`config.mk`:
```
export PLATFORM = sky130hd
export DESIGN_NAME = irq_source_id
export DESIGN_NICKNAME = d
export VERILOG_FILES = /design/src/rtl/irq_source_id.sv
export SDC_FILE = /design/constraint.sdc
export NUM_CORES = 1
export LEC_CHECK = 0
export BUFFER_PORTS_ARGS = -buffer_cell sky130_fd_sc_hd__buf_2
export CAP_MARGIN = 30
export CORE_ASPECT_RATIO = 0.5
export CORE_MARGIN = 2
export CORE_UTILIZATION = 40
export CTS_CLUSTER_SIZE = 12
export DETAILED_ROUTE_END_ITERATION = 6
export GPL_ROUTABILITY_DRIVEN = 0
export PLACE_DENSITY_LB_ADDON = 0.08
export SYNTH_ARGS = -nofsm -noshare
export SYNTH_HDL_FRONTEND = slang
export SYNTH_SLANG_ARGS = --single-unit
export TNS_END_PERCENT = 50
```
`constraint.sdc`:
```
create_clock -name clk -period 2.6 [get_ports clk]
set_clock_uncertainty 0.1 [all_clocks]
set_input_delay 0.13 -clock clk [delete_from_list [all_inputs] [get_ports clk]]
set_output_delay 0.13 -clock clk [all_outputs]
set_load 0.01 [all_outputs]
```
`src/rtl/irq_source_id.sv`:
```
module irq_source_id #(
  parameter int          NUM_OBJ     = 40,
  parameter logic [7:0]  CLR_CMD     = 8'h08,
  parameter logic [15:0] STATUS_CODE = 16'h8000,
  localparam int RW = (NUM_OBJ + 32) / 32,
  localparam int SW = (RW > 1) ? $clog2(RW) : 1
) (
  input  logic               clk,
  input  logic               rst_n,
  input  logic [NUM_OBJ-1:0] set_vec,
  input  logic               status_set,
  input  logic               status_rd,
  input  logic               route_we,
  input  logic [SW-1:0]      route_sel,
  input  logic [31:0]        route_wdata,
  input  logic               cmd_wr,
  input  logic [7:0]         cmd_wdata,
  input  logic               num_wr,
  input  logic [7:0]         num_wdata,
  input  logic [1:0]         line_en,
  output logic [31:0]        int_id,
  output logic [1:0]         int_line
);

  logic [NUM_OBJ:1] pend_q;
  logic [NUM_OBJ:1] route_q;
  logic [7:0]       cmd_q;
  logic             stat_q;
  logic             clr_hit;
  logic [15:0]      id0, id1;

  assign clr_hit = num_wr && (cmd_q == CLR_CMD) &&
                   (num_wdata != 8'd0) && (num_wdata <= 8'(NUM_OBJ));

  always_ff @(posedge clk or negedge rst_n) begin
    if (!rst_n) begin
      cmd_q  <= '0;
      stat_q <= 1'b0;
    end else begin
      if (cmd_wr) cmd_q <= cmd_wdata;
      stat_q <= status_set | (stat_q & ~status_rd);
    end
  end

  for (genvar i = 1; i <= NUM_OBJ; i++) begin : g_obj
    always_ff @(posedge clk or negedge rst_n) begin
      if (!rst_n) begin
        pend_q[i]  <= 1'b0;
        route_q[i] <= 1'b0;
      end else begin
        pend_q[i] <= set_vec[i-1] |
                     (pend_q[i] & ~(clr_hit && (num_wdata == 8'(i))));
        if (route_we && (route_sel == SW'(i / 32)))
          route_q[i] <= route_wdata[i % 32];
      end
    end
  end

  always_comb begin
    id0 = '0;
    id1 = '0;
    for (int i = NUM_OBJ; i >= 1; i--) begin
      if (pend_q[i]) begin
        if (route_q[i]) id1 = 16'(i);
        else            id0 = 16'(i);
      end
    end
    if (stat_q) id0 = STATUS_CODE;
  end

  assign int_id   = {id1, id0};
  assign int_line = {line_en[1] && (id1 != '0), line_en[0] && (id0 != '0)};

endmodule

```
==> flow_metrics.py <==
metrics = {
    "outcome": {
        "status": "complete, but fails checks",
        "violations": "negative setup slack",
    },
    "drt": {
        "via_per_inst": 5.282,
        "drc": 0,
        "wl_met3_mm": 1.021,
        "wirelength_mm": 16.09,
        "antenna_left": 0,
        "post_drt_wl_per_cell_um": 17.08,
        "vias": 4976,
        "wl_met1_mm": 8.151,
        "wl_met2_mm": 6.824,
        "routed.top_layer": "met4",
        "drtIter0Drc": 345,
        "drtPass1Iterations": 6,
    },
    "power": {
        "ir_drop_v": 0.0003005,
        "p_leak_nw": 3.055,
        "pwr_density_cell_mw_per_mm2": 517.4,
        "p_total_w": 0.003773,
    },
    "worst_setup_path": {
        "crit_path_end": "int_line[0]",
        "crit_arrival_ns": 2.72,
        "crit_type": "reg -> out",
        "critPathLaunchType": "flop",
        "r2r-end": "pend_q[27]",
        "crit_required_ns": 2.37,
        "path_max_fanout": 3,
        "crit_path_end_kind": "primary output",
        "cp-startpoint": "pend_q[37]",
        "reg2reg_slack_ns": 0.34,
        "reg2reg_from": "cmd_q[4]",
        "reg2reg_depth": 7,
    },
    "clock_tree": {
        "numCtsBuffers": 9,
        "htreeDepth": 3,
        "cts_buffer_depth": 2,
        "cts_root_buf": "clkbuf_16",
        "cts.sinks": 89,
        "clock_latency_ns": 0.34,
        "clk_pin_slew_worst_paths_ns": 0.07,
        "cts_tree": "built",
    },
    "timing": {
        "worst_slew_pin_slew_ns": 0.7385,
        "max_clock_freq_ghz": 0.3390,
        "post-route-min-period_ns": 2.950,
        "rsz0062_at_grt": "yes",
        "setup_slack_ns": -0.3497,
        "period_share_pct": 113.4,
        "max_slew_margin_pct": 50.39,
        "timing.final.hold_violations": 0,
        "setup-violations-final": 2,
        "slew_violations": 0,
    },
    "global_route": {
        "track_usage_pct": 24.56,
        "overflow": 0,
        "grt_pass1_vias": 4835,
        "grt_max_degree": 50,
        "grt_pass1_wl_mm": 25.62,
        "antenna_found_initial": 0,
    },
    "yosys": {
        "syn_inst": 535,
        "yosys_most_used_dff": "dfrtp_1",
        "synth_edf_count": 0,
        "synthDistinctLibCells": 60,
        "yosys_warnings": 0,
        "synth.cell_area_mm2": 0.005091,
        "synth_top_area_share_pct": 43.75,
        "syn_area_per_cell_um2": 9.516,
        "ys_top_cells_by_area": "dfrtp_1, mux2_2, nand2_1, a21o_1, nand2b_1",
        "synth-async-reset-ratio_pct": 100.0,
        "synth_seq_cells": 89,
        "ys_seq_area_share_pct": 43.75,
        "yosysTopAreaCell": "dfrtp_1",
    },
    "floorplan": {
        "die_y_um": 83.78,
        "start_util_pct": 40.55,
        "io_pins": 132,
        "num_rows": 29,
        "die_x_um": 163.6,
        "die_area_mm2": 0.01370,
        "core_area_mm2": 0.01255,
    },
    "place": {
        "placed_cells": 841,
        "placed_area_mm2": 0.006033,
        "io_buffers": 112,
        "dp_hpwl_mm": 12.33,
        "preCtsSetupSlack_ns": -0.02908,
    },
    "layout": {
        "antenna_cells": 0,
        "final_cell_area_mm2": 0.007292,
        "syn_to_final_growth_pct": 43.23,
        "fin_cells": 942,
        "final_nets": 866,
        "drive_above_1_share_pct": 32.64,
    },
    "flow_run": {
        "maxCapViolations": 0,
    },
    "hold_path": {
        "hold_class": "in -> reg",
    },
}
==> timing repair <==
item / in CTS / in global routing
buffers inserted: 2 / 1
gates resized for setup: 23 / 6
setup endpoints to repair: 4 / 4
hold buffers: 83 / 0
hold endpoints to repair: 137 / 0
pin swaps: 11 / 2
==> power by group <==
| group | internal [W] | total, W | switching [W] | leakage [nW] |
|---|---|---|---|---|
| combinational | 0.000479 | 0.000973 | 0.000494 | 2.01 |
| clock | 0.000669 | 0.00121 | 0.000544 | 0.120 |
| sequential | 0.00149 | 0.00159 | 0.0000959 | 0.925 |
==> worst min path at each step <==
stage            startpoint    endpoint  cells after the start
2_1_floorplan         rst_n    cmd_q[0]                      0
3_3_place_gp          rst_n    cmd_q[7]                      1
3_5_place_dp          rst_n    cmd_q[7]                      1
4_1_cts        num_wdata[5]  pend_q[40]                      4
5_1_grt        num_wdata[5]  pend_q[40]                      4
6_report       num_wdata[5]  pend_q[40]                      4
==> stage by stage <==
stage | setup TNS (ns) | hold WS [ns] | utilization [%]
4_1_cts | -0.3676 | 0.04532 | 57.85
3_5_place_dp | -0.02908 | 0.1067 | 48.06
2_1_floorplan | 0 | -0.2656 | -
6_report | -0.3584 | 0.04377 | 58.08
5_1_grt | -0.5842 | 0.09133 | 58.08
3_3_place_gp | 0 | 0.1033 | 48.06
==> logic make-up (layout without fill, tap and decap cells) <==
logic type / Yosys count / after routing / share of synthesized area, %
AND/OR/NAND/NOR: 237 / 237 / 24.06
multiplexers: 46 / 46 / 10.17
buffers and inverters: 37 / 256 / 4.202
other: 1 / 19 / 0.07366
flip-flops: 89 / 89 / 43.75
AO/OA/AOI/OAI: 125 / 125 / 17.74
==> cell usage after synthesis, types with 2 or more instances <==
master	instances
a21boi_0	4
a21o_1	33
a21o_2	2
a21oi_1	14
a221oi_1	3
a22o_1	3
a22oi_1	11
a31oi_1	7
a32o_1	3
a32oi_1	2
and2_1	3
and2b_1	2
and2b_2	3
buf_4	20
clkbuf_1	9
dfrtp_1	89
inv_1	8
mux2_2	46
nand2_1	92
nand2b_1	39
nand3_1	21
nand4_1	4
nor2_1	22
nor2b_1	21
nor3_1	7
nor3b_1	3
nor4_1	5
o2111ai_1	2
o211ai_1	2
o21ai_0	21
o31a_1	2
o31ai_1	2
or2b_2	2
or4b_1	2
==> sequential cells by signal, indices dropped and copies added, names as in the netlist <==
register and cells:
cmd_q 8, stat_q 1, route_q 40, pend_q 40
==> final cells by class <==
cell class	count	area (um^2)
multi-input combinational	427	2858
clock inverter	4	30.03
inverter	8	30.03
sequential	89	2227
timing repair buffer	233	1692
fill	1148	5263
tap	170	212.7
clock buffer	11	242.7
==> layout by cell type, fill, tap and decap left out, types with 4 or more instances in the layout <==
cell / n
o21ai_0: 19
mux2_2: 46
buf_2: 111
nand2_1: 89
nor4_1: 5
a22oi_2: 4
nor2_1: 20
a21o_1: 33
buf_4: 38
clkbuf_16: 9
nand4_1: 4
a21boi_0: 4
clkinvlp_4: 4
nand3_1: 20
inv_1: 8
dfrtp_1: 89
nor3_1: 7
a22oi_1: 7
a21oi_1: 13
a31oi_1: 5
nor2b_1: 19
dlygate4sd3_1: 83
nand2b_1: 38
conb_1: 19
==> metal layers <==
metal | vias up | GRT usage, %
met3 | 6 | 5.067
met4 | 0 | 3.748
met5 | - | 0
li1 | 2347 | -
met2 | 181 | 36.29
met1 | 2442 | 37.60
==> worst max-delay path, stage by stage (launching register included) <==
cell and delay, ns:
dfrtp_1 0.38, nor2b_1 0.15, or4_4 0.57, nand2b_2 0.10
a221oi_2 0.06, o221a_4 0.24, or4b_4 0.51, o31a_1 0.24
buf_2 0.14
Note: power is estimated with default switching activity, not from simulation.
